File: src/rtl/csg_pkg.sv
`timescale 1ns/1ps
package csg_pkg;

    localparam int unsigned NUM_GAINS = 4;
    localparam int unsigned IDX_W     = $clog2(NUM_GAINS);

    typedef enum logic {
        STEER_MOSAIC = 1'b0,
        STEER_STRIPE = 1'b1
    } steer_mode_e;

    typedef struct packed {
        logic [1:0]  ph3;
        logic        line_par;
        steer_mode_e mode;
    } steer_state_t;

    function automatic logic [1:0] ph3_advance(logic [1:0] ph);
        return (ph == 2'd2) ? 2'd0 : ph + 2'd1;
    endfunction

    function automatic logic [IDX_W-1:0] steer_index(steer_state_t st, logic cnt_lsb);
        if (st.mode == STEER_MOSAIC) begin
            return {st.line_par, cnt_lsb};
        end
        return st.ph3;
    endfunction

endpackage

File: src/rtl/csg_edge_delay.sv
`timescale 1ns/1ps
module csg_edge_delay #(
    parameter int unsigned DLY = 6
) (
    input  logic clk,
    input  logic rst,
    input  logic sync_in,
    output logic fire
);
    logic prev_q;
    logic fall;

    always_ff @(posedge clk) begin
        if (rst) prev_q <= 1'b0;
        else     prev_q <= sync_in;
    end

    assign fall = prev_q & ~sync_in;

    generate
        if (DLY <= 1) begin : g_direct
            assign fire = fall;
        end else begin : g_pipe
            logic [DLY-2:0] sr_q;
            always_ff @(posedge clk) begin
                if (rst) begin
                    sr_q <= '0;
                end else begin
                    sr_q[0] <= fall;
                    for (int k = 1; k < int'(DLY) - 1; k++) begin
                        sr_q[k] <= sr_q[k-1];
                    end
                end
            end
            assign fire = sr_q[DLY-2];
        end
    endgenerate
endmodule

File: src/rtl/csg_pixel_tracker.sv
`timescale 1ns/1ps
module csg_pixel_tracker
    import csg_pkg::*;
#(
    parameter int unsigned CNT_W = 12
) (
    input  logic               clk,
    input  logic               rst,
    input  logic               h_fire,
    input  logic               v_fire,
    input  steer_mode_e        mode_in,
    output logic [CNT_W-1:0]   pix_cnt,
    output steer_state_t       state
);
    always_ff @(posedge clk) begin
        if (rst) begin
            pix_cnt        <= '0;
            state.ph3      <= 2'd0;
            state.line_par <= 1'b0;
            state.mode     <= STEER_MOSAIC;
        end else if (v_fire) begin
            pix_cnt        <= '0;
            state.ph3      <= 2'd0;
            state.line_par <= 1'b0;
            state.mode     <= mode_in;
        end else if (h_fire) begin
            pix_cnt        <= '0;
            state.ph3      <= 2'd0;
            state.line_par <= ~state.line_par;
        end else begin
            pix_cnt        <= pix_cnt + 1'b1;
            state.ph3      <= ph3_advance(state.ph3);
        end
    end
endmodule

File: src/rtl/csg_gain_mux.sv
`timescale 1ns/1ps
module csg_gain_mux
    import csg_pkg::*;
#(
    parameter int unsigned GAIN_W = 6
) (
    input  logic                          clk,
    input  logic                          rst,
    input  logic [IDX_W-1:0]              idx_in,
    input  logic [NUM_GAINS*GAIN_W-1:0]   gain_regs,
    output logic [IDX_W-1:0]              idx_q,
    output logic [GAIN_W-1:0]             val_q
);
    logic [GAIN_W-1:0] bank [NUM_GAINS];

    generate
        for (genvar g = 0; g < int'(NUM_GAINS); g++) begin : g_bank
            assign bank[g] = gain_regs[g*GAIN_W +: GAIN_W];
        end
    endgenerate

    always_ff @(posedge clk) begin
        if (rst) begin
            idx_q <= '0;
            val_q <= '0;
        end else begin
            idx_q <= idx_in;
            val_q <= bank[idx_in];
        end
    end
endmodule

File: src/rtl/csg_gain_steer.sv
`timescale 1ns/1ps
module csg_gain_steer
    import csg_pkg::*;
#(
    parameter int unsigned GAIN_W   = 6,
    parameter int unsigned CNT_W    = 12,
    parameter int unsigned SYNC_DLY = 6
) (
    input  logic                        clk,
    input  logic                        rst,
    input  logic                        line_sync,
    input  logic                        frame_sync,
    input  logic                        mode_sel,
    input  logic [NUM_GAINS*GAIN_W-1:0] gain_regs,
    output logic [IDX_W-1:0]            gain_idx,
    output logic [GAIN_W-1:0]           gain_val
);
    logic               h_fire;
    logic               v_fire;
    logic [CNT_W-1:0]   pix_cnt;
    steer_state_t       trk;
    logic               line_par;
    logic               act_mode;
    logic [IDX_W-1:0]   idx_next;

    csg_edge_delay #(.DLY(SYNC_DLY)) u_hdly (
        .clk(clk), .rst(rst), .sync_in(line_sync), .fire(h_fire)
    );

    csg_edge_delay #(.DLY(SYNC_DLY)) u_vdly (
        .clk(clk), .rst(rst), .sync_in(frame_sync), .fire(v_fire)
    );

    csg_pixel_tracker #(.CNT_W(CNT_W)) u_trk (
        .clk(clk), .rst(rst), .h_fire(h_fire), .v_fire(v_fire),
        .mode_in(steer_mode_e'(mode_sel)), .pix_cnt(pix_cnt), .state(trk)
    );

    assign line_par = trk.line_par;
    assign act_mode = trk.mode;
    assign idx_next = steer_index(trk, pix_cnt[0]);

    csg_gain_mux #(.GAIN_W(GAIN_W)) u_mux (
        .clk(clk), .rst(rst), .idx_in(idx_next), .gain_regs(gain_regs),
        .idx_q(gain_idx), .val_q(gain_val)
    );
endmodule

File: config.mk
export PLATFORM = sky130hd
export DESIGN_NAME = csg_gain_steer
export DESIGN_NICKNAME = d
export VERILOG_FILES = /design/src/rtl/csg_pkg.sv /design/src/rtl/csg_edge_delay.sv /design/src/rtl/csg_pixel_tracker.sv /design/src/rtl/csg_gain_mux.sv /design/src/rtl/csg_gain_steer.sv
export SDC_FILE = /design/constraint.sdc
export NUM_CORES = 1
export LEC_CHECK = 0
export BUFFER_PORTS_ARGS = -buffer_cell sky130_fd_sc_hd__buf_2
export CAP_MARGIN = 20
export CORE_UTILIZATION = 52
export DETAILED_ROUTE_END_ITERATION = 12
export PLACE_DENSITY = 0.95
export SKIP_LAST_GASP = 1
export SYNTH_ARGS = -nofsm -noshare
export SYNTH_HDL_FRONTEND = slang
export SYNTH_SLANG_ARGS = --single-unit
File: constraint.sdc
create_clock -name clk -period 3.1 [get_ports clk]
set_input_delay 0 -clock clk [delete_from_list [all_inputs] [get_ports clk]]
set_output_delay 0 -clock clk [all_outputs]
set_load 0.01 [all_outputs]
=== Yosys cells after proc, flatten, opt, wreduce, memory -nomap -nowiden ===
Cells that the tools add are included.
Widths: inputs -> output; s select.

* Add/sub/neg operators: 2
* Multiply operators: 0
* Divide/modulo/power cells: 0
* Order comparisons: 1
* Eq/ne operators: 1
* Shift operators: 0
* Mux-type cells: 4
* Bitwise operators: 6
* Reductions and logical operators: 3

{| class="wikitable"
|+ Operator list
! cell !! count
|-
| $add 12x1->12 const B || 1
|-
| $bmux 6 s2 || 1
|-
| $mux 6 || 2
|-
| $reduce_or 4->1 || 1
|-
| $ge 3x3->1 const B || 1
|-
| $not 1->1 || 3
|-
| $not 2->3 || 1
|-
| $reduce_or 3->1 || 1
|-
| $add 2x1->2 const B || 1
|-
| $and 1x1->1 || 2
|-
| $eq 2x2->1 const B || 1
|-
| $mux 2 || 1
|-
| $reduce_or 2->1 || 1
|}

* Flip-flop bits (word level): 36
* Bits in latches: 0
* Bits in writable memories: 0
* Memory bits (read-only): 0
* Bits of input ports: 29
* Logic and storage cells: 27
* Memories: 0

=== Logic depth before layout (Yosys ltp) ===
Gate-level depths: netlist of the first run.

* Word-level depth: 5
* Depth in mapped cells: 6
* Mapped depth without buffers: 4

=== Hierarchy ===
Synthesis of the first run repeated with hierarchy kept, for this count alone.

* Cell total of the unflattened synthesis: 126
* Area, all modules: 1375.1 um^2

{| class="wikitable"
|+ By module, submodules not included
! module !! instances !! cells each !! area each (um^2) !! sequential area each (um^2)
|-
| csg_pixel_tracker || 1 || 67 || 648.1 || 320.3
|-
| csg_gain_mux || 1 || 33 || 376.6 || 160.2
|-
| csg_edge_delay || 2 || 12 || 163.9 || 120.1
|-
| csg_gain_steer || 1 || 2 || 22.5 || 0.0
|}

=== Worst setup path before layout of the first run ===
OpenSTA, ideal clock, no wires.

* Kind: register -> register
* From: register u_trk.state[2] in the netlist's numbering
* To: register u_trk.state[2] in the netlist's numbering
* Library setup time: 65 ps
* Arrival: 1303 ps
* Setup slack: 1732 ps
* Stages on the path, launching flop included: 6
* Buffers on the path: 1
* Cells stage by stage: dfxtp_1 > buf_2 > inv_2 > ha_1 > or4_1 > nor2_1

* Cells in the longest elaborated chain, start to end: 2

{| class="wikitable"
|+ Ends and longest elaborated chain
! element !! RTL line !! text
|-
| start, declared || csg_pixel_tracker.sv:13 || <nowiki>output steer_state_t state</nowiki>
|-
| $eq 2x2->1 || csg_pkg.sv:19 || <nowiki>return (ph == 2'd2) ? 2'd0 : ph + 2'd1;</nowiki>
|-
| $reduce_or 4->1 (no source line) || -- ||
|}

Parallel ways exist; a longest one is shown, timed or not.
A chain may end at the register's enable or synchronous reset.

=== Worst setup path after layout of the first run ===
* From: register u_trk.state[0] in the netlist's numbering
* To: register u_mux.val_q[3]

* Cells in the longest elaborated chain, start to end: 5

{| class="wikitable"
|+ Ends and longest elaborated chain
! element !! RTL line !! text
|-
| $mux 2 || csg_pkg.sv:26 || <nowiki>return st.ph3;</nowiki>
|-
| $not 2->3 (not written as such) || csg_gain_mux.sv:28 || <nowiki>val_q <= bank[idx_in];</nowiki>
|-
| $bmux 6 s2 || csg_gain_mux.sv:28 ||
|-
| $mux 6 (not written as such) (2 in a row) || csg_gain_mux.sv:28 ||
|-
| end signal, assigned || csg_gain_mux.sv:28 ||
|-
| end, declared || csg_gain_mux.sv:12 || <nowiki>output logic [GAIN_W-1:0] val_q</nowiki>
|}

No other way between the ends. The select of a mux whose other input is x is not followed.

==> results_dict.tcl, run 1 <==
set metrics [dict create \
    antenna_found_initial 0 \
    cts_root_buf "clkbuf_4" \
    core_area_um2 1940 \
    report.final.slew_viol_count 0 \
    num_vias 986 \
    drv_cap 0 \
    cts_sinks 25 \
    synth_compound_area_share_pct 20.1 \
    synth_adder_area_share_pct 1.17 \
    drive_above_1_share_pct 30.4 \
    start_kind "flop" \
    worstHoldStart "gain_regs[7]" \
    path_cells "or2_1 > o22ai_2 > o21ai_1 > a211oi_1 > dlygate4sd3_1" \
    power_density_nw_per_um2 445 \
    finalCritPeriodShare_pct 62.4 \
    period_needed_ps 1930 \
    grt_max_degree 25 \
    finish.utilization_pct 68.6 \
    ant_nets 0 \
    synthSimpleGateAreaFrac_pct 21.6 \
    crit_start "u_trk.state[0]" \
    hold_ws_ps -9.07 \
    initial_utilization_pct 55.1 \
    synth_edf_count 0 \
    grt_use_total_pct 21.4 \
    synth_ff_type "dfxtp_1" \
    ys_top_cells_by_count "dfxtp_1 (25), nor2_1 (22), a21oi_1 (13), nor2b_1 (10), nor3_1 (7)" \
    dpl.hpwl_um 1660 \
    violations "negative hold slack" \
    cp_slowest_cell "dlygate4sd3_1" \
    cts_tree "done" \
    timing.rr.start "u_trk.state[0]" \
    drt_wl_total_um 2280 \
    first_pass_iters 4 \
    max_freq_mhz 517 \
    required_ps 3370 \
    grt_pass1_vias 825 \
    total_leakage_power_uw 0.000590 \
    yosysWarningCount 0 \
    h-tree-depth 1 \
    syn_to_final_growth_pct 24.4 \
    yosys.area.top_type "dfxtp_1" \
    cts_hold_buf 6 \
    synth_most_common_cell "dfxtp_1" \
    hold_viol_final 2 \
    cts_setup_buffers 0 \
    synth_seq_cells 25 \
    fin_area_um2 1330 \
    clk_latency_ps 320 \
    syn_inst 121 \
    viasPerCell 5.24 \
    grt_overflow 0 \
    gp_congestion 0.826 \
    max_stage_delay_ps 560 \
    synthTopCellsByArea "dfxtp_1 (47%), nor2_1 (7.7%), o22ai_2 (7.0%)" \
    path_clk_slew_ps 130 \
    route.detailed.drc 0 \
    place_area_um2 1240 \
    synth_top_family_by_area "simple AND/OR/NAND/NOR gates" \
    grt_pass1_wl_um 3290 \
    synth_top_area_share_pct 46.8 \
    hold_path.class "input port to flop" \
    outcome "finished with violations" \
    slew_headroom_pct 64.1 \
    rsz0062_at_grt "no" \
    port_buffers 36 \
    rows 16 \
    synthesis.area_um2 1070 \
    die_y_um 47.4 \
    post_cts_resized 0 \
    critPathKind "flop to flop" \
    vdd_ir_drop_max_uv 267 \
    critPathTopFamily "buffers and inverters" \
    synth.distinct_cells 25 \
    ys_seq_area_share_pct 46.8 \
    critPathArrivalTime_ps 2210 \
    io_pins 37 \
    fin_setup_tns_ps 0 \
    setup_viol 0 \
    cts_made_buffers 3 \
    tightest_slew_ps 537 \
    syn_avg_cell_area_um2 8.84 \
    fillerInstances 151 \
    path_buf_inv 1 \
    antenna_cells 0 \
    synth_xor_area_share_pct 0.819 \
    end_kind "flop" \
    fin_skew_ps 3.94 \
    drt_iter0_drc 24 \
    die_w_um 47.4 \
    muxShareOfSynthArea_pct 3.27 \
    wl_per_cell_um 12.1 \
    cts_buffer_depth 2 \
    power_uw 592 \
    synth_nets 151 \
    design.die.area_um2 2240 \
    fin_nets 192 \
    synth-async-reset-ratio_pct 0 \
    worstPathMaxFanout 7 \
]
-- cells by family after synthesis --
logic type,after synthesis
xor+xnor,1
buf+inv,13
flops,25
compound gates,31
simple gates,47
fa+ha+maj,1
mux,3
-- through the flow --
step	setup WS (ps)	std cells
5_1_grt	1100	188
3_3_place_gp	1710	178
3_5_place_dp	1620	178
6_report	1170	188
2_1_floorplan	1730	121
4_1_cts	1170	188
-- report_power, final --
group          total (uW)  internal, uW  switching (uW)
Combinational        90.9          47.7            43.2
Sequential            356           338            17.9
Clock                 146          48.4            97.4
Total                 592           434             159
-- final timing paths --
path	to	slack, ps	cells past startpoint
max reg2reg	u_mux.val_q[3]	1170	5
min	u_mux.val_q[1]	-9	3
max	u_mux.val_q[3]	1170	5
min reg2reg	u_hdly.g_pipe.sr_q[3]	460	1
-- cell type report --
cell class / instances / area [um2] / area share, %
Multi-Input combinational cell: 83 / 503 / 37.8
Inverter: 7 / 26.3 / 1.97
Sequential cell: 25 / 500 / 37.6
Clock inverter: 1 / 5.00 / 0.376
Timing Repair Buffer: 42 / 240 / 18.0
Tap cell: 27 / 33.8 / 2.54
Clock buffer: 3 / 22.5 / 1.69
-- cell usage in the layout (no fill, tap or decap), types with 2 or more instances in the layout --
cell type	instances
buf_2	36
dfxtp_1	25
nor2_1	22
a21oi_1	13
nor2b_1	10
nor3_1	7
inv_1	6
o22ai_2	6
a211oi_1	6
dlygate4sd3_1	6
o21ai_1	5
clkbuf_4	3
nand2b_1	2
nor3b_1	2
-- routing by layer --
layer	up-vias	routed length (um)	GRT usage [%]
li1	493	-	-
met1	442	958	23.8
met2	48	1160	39.7
met3	3	145	4.62
met4	0	22	6.86
met5	-	0	0
-- flip-flops by register name (all words and copies together), names as in the netlist --
name,count
u_mux.val_q,6
u_hdly.g_pipe.sr_q,5
u_vdly.g_pipe.sr_q,5
u_trk.state,4
u_mux.idx_q,2
u_hdly.prev_q,1
u_trk.pix_cnt,1
u_vdly.prev_q,1
-- tightest hold or removal path, delay by kind of cell --
| family | cells | cell delay (ps) |
|---|---|---|
| compound gates | 2 | 190 |
| buf+inv | 1 | 90 |
Note: power is estimated with default switching activity, not from simulation.
==> inputs of run 2 (changes only) <==
--- a/config.mk
+++ b/config.mk
@@ -5,11 +5,12 @@
 export SDC_FILE = /design/constraint.sdc
 export NUM_CORES = 1
 export LEC_CHECK = 0
+export ABC_AREA = 1
 export BUFFER_PORTS_ARGS = -buffer_cell sky130_fd_sc_hd__buf_2
 export CAP_MARGIN = 20
-export CORE_UTILIZATION = 52
+export CORE_UTILIZATION = 48
 export DETAILED_ROUTE_END_ITERATION = 12
-export PLACE_DENSITY = 0.95
+export PLACE_DENSITY = 0.89
 export SKIP_LAST_GASP = 1
 export SYNTH_ARGS = -nofsm -noshare
 export SYNTH_HDL_FRONTEND = slang
==> constraint.sdc (replaced) <==
create_clock -name clk -period 1.94 [get_ports clk]
set_input_delay 0 -clock clk [delete_from_list [all_inputs] [get_ports clk]]
set_output_delay 0 -clock clk [all_outputs]
set_load 0.01 [all_outputs]
==> run 2 against run 1 <==
  * The flow now finishes without violations
  * Sequential cell count stayed put
  * Power is 56% higher
  * Worst hold slack better by 20 ps
  * Non-clock buffer count stayed put
  * Largest cell class is now sequential cells
  * Largest power group unchanged
  * Highest routed layer unchanged
==> results_dict.tcl, run 2 <==
set metrics [dict create \
    synth_most_common_cell "inv_1" \
    h-tree-depth 1 \
    cp_slowest_cell "dfxtp_1" \
    synthTopCellsByArea "dfxtp_1 (47%), nand3_1 (14%), inv_1 (14%)" \
    grt_use_total_pct 20.9 \
    hold_path.class "input port to flop" \
    initial_utilization_pct 52.5 \
    syn_inst 148 \
    antenna_cells 0 \
    cts_made_buffers 3 \
    grt_overflow 0 \
    ys_top_cells_by_count "inv_1 (39), nand3_1 (30), dfxtp_1 (25), nor2_1 (19), nand2_1 (14)" \
    synth_nets 178 \
    design.die.area_um2 2400 \
    rows 16 \
    syn_avg_cell_area_um2 7.17 \
    synth_top_area_share_pct 47.2 \
    r2r_cells 6 \
    drt_iter0_drc 22 \
    fin_nets 221 \
    netSwitchingPower_uw 239 \
    ys_seq_area_share_pct 47.2 \
    cts_buffer_depth 2 \
    holdPathStages 5 \
    vdd_ir_drop_max_uv 579 \
    finish.utilization_pct 65.9 \
    rsz0062_at_grt "no" \
    yosysWarningCount 0 \
    finalCritPeriodShare_pct 63.1 \
    p_clk_share_pct 25.1 \
    setup_viol 0 \
    path_clk_slew_ps 130 \
    syn_to_final_growth_pct 25.6 \
    drv_cap 0 \
    cts_sinks 25 \
    pwr-share-seq_pct 59.6 \
    core_area_um2 2020 \
    final_common_cell "inv_1" \
    fin_setup_tns_ps 0 \
    switching_share_pct 25.9 \
    hold_viol_final 0 \
    tightest_slew_ps 504 \
    grt_pass1_vias 972 \
    antenna_found_initial 0 \
    fillerInstances 189 \
    first_pass_iters 4 \
    gp_congestion 0.802 \
    grt_max_degree 23 \
    grt_pass1_wl_um 3710 \
    max_freq_mhz 817 \
    synthesis.area_um2 1060 \
    drive_above_1_share_pct 23.7 \
    max_stage_delay_ps 430 \
    yosys.area.top_type "dfxtp_1" \
    largest_reg_flops 6 \
    port_buffers 36 \
    synth_edf_count 0 \
    synth-async-reset-ratio_pct 0 \
    cts_root_buf "clkbuf_4" \
    top_regs "u_mux.val_q: 6 flops, u_hdly.g_pipe.sr_q: 5 flops, u_vdly.g_pipe.sr_q: 5 flops" \
    cts_setup_buffers 0 \
    die_w_um 49.0 \
    synth_ff_type "dfxtp_1" \
    viasPerCell 4.65 \
    route.detailed.drc 0 \
    ant_nets 0 \
    outcome "completed" \
    critPathKind "flop to flop" \
    end_kind "flop" \
    power_density_nw_per_um2 694 \
    slew_headroom_pct 66.2 \
    num_vias 1009 \
    pwr-share-comb_pct 15.2 \
    report.final.slew_viol_count 0 \
    final_cell_mix "inv_1 (39), buf_2 (36), nand3_1 (30), dfxtp_1 (25), nor2_1 (19)" \
    period_needed_ps 1220 \
    die_y_um 49.0 \
    cts_tree "done" \
    synth_seq_cells 25 \
    top_register "u_mux.val_q" \
    cp_common_cell "nand2_1" \
    path_cells "inv_2 > nand2_4 > nand2_1 > nand2_1 > nand3_1 > a21oi_1" \
    wl_per_cell_um 10.0 \
    start_kind "flop" \
    worstPathMaxFanout 14 \
    dpl.hpwl_um 1620 \
    total_leakage_power_uw 0.000720 \
    required_ps 2200 \
    clk_latency_ps 320 \
    fin_skew_ps 8.10 \
    power_uw 924 \
    p_int_uw 685 \
    critPathArrivalTime_ps 1490 \
    synth.distinct_cells 18 \
    drt_wl_total_um 2170 \
    io_pins 37 \
]
[run 2: what timing repair did]
item / 4_1_cts / 5_1_grt
endpoints found under the setup margin: 0 / 0
hold endpoints to repair: 8 / 0
resized for setup: 0 / 0
hold buffers: 6 / 0
[run 2: final timing paths]
kind                      endpoint  slack, ps                   from
max                 u_mux.val_q[3]        720         u_trk.state[0]
min                 u_mux.val_q[2]         10          gain_regs[20]
max reg2reg         u_mux.val_q[3]        720         u_trk.state[0]
min reg2reg  u_hdly.g_pipe.sr_q[1]        410  u_hdly.g_pipe.sr_q[0]
[run 2: power groups by stage]
stage / registers [uW] / logic [uW] / clock network (uW)
3_3_place_gp: 561 / 125 / 0
5_1_grt: 555 / 159 / 263
6_report: 551 / 141 / 232
2_1_floorplan: 567 / 74.6 / 0
3_5_place_dp: 563 / 131 / 0
4_1_cts: 551 / 140 / 243
[run 2: kinds of logic (layout without fill, tap and decap cells)]
kind of cell | Yosys count | after routing | synth area share (%)
AO/OA/AOI/OAI | 10 | 10 | 5.07
XOR/XNOR | 1 | 1 | 0.826
adder cells (fa/ha/maj) | 1 | 1 | 1.18
buffers and inverters | 44 | 86 | 17.2
flip-flops | 25 | 25 | 47.2
AND/OR/NAND/NOR | 67 | 67 | 28.5
[run 2: area by class of cell]
class	count	area, um2	share of cell area (%)
tap	27	33.8	2.54
clock buffer	3	22.5	1.69
timing repair buffer	42	240	18.0
sequential	25	500	37.6
inverter	40	150	11.3
clock inverter	1	7.51	0.563
multi-input combinational	79	378	28.4
[run 2: layer usage]
metal | global-route usage, % | part of all wire [%]
met5 | 0 | 0
met4 | 16.7 | 3.5
met3 | 3.74 | 5.9
met2 | 38.7 | 50
met1 | 20.1 | 41
[run 2: worst max-delay path: cells and delay by family, from the launching register on]
kind	cells	cell delay (ps)
compound gates	1	160
simple gates	4	480
buf+inv	1	100
flops	1	430
[run 2: through the flow]
stage	cells	area, um2	worst slack (ps)	hold WS [ps]
finish	217	1330	715	11.1
global placement	207	1240	828	171
floorplan	148	1060	932	71.5
detailed placement	207	1240	763	173
CTS	217	1330	750	1.90
global route	217	1330	610	13.9
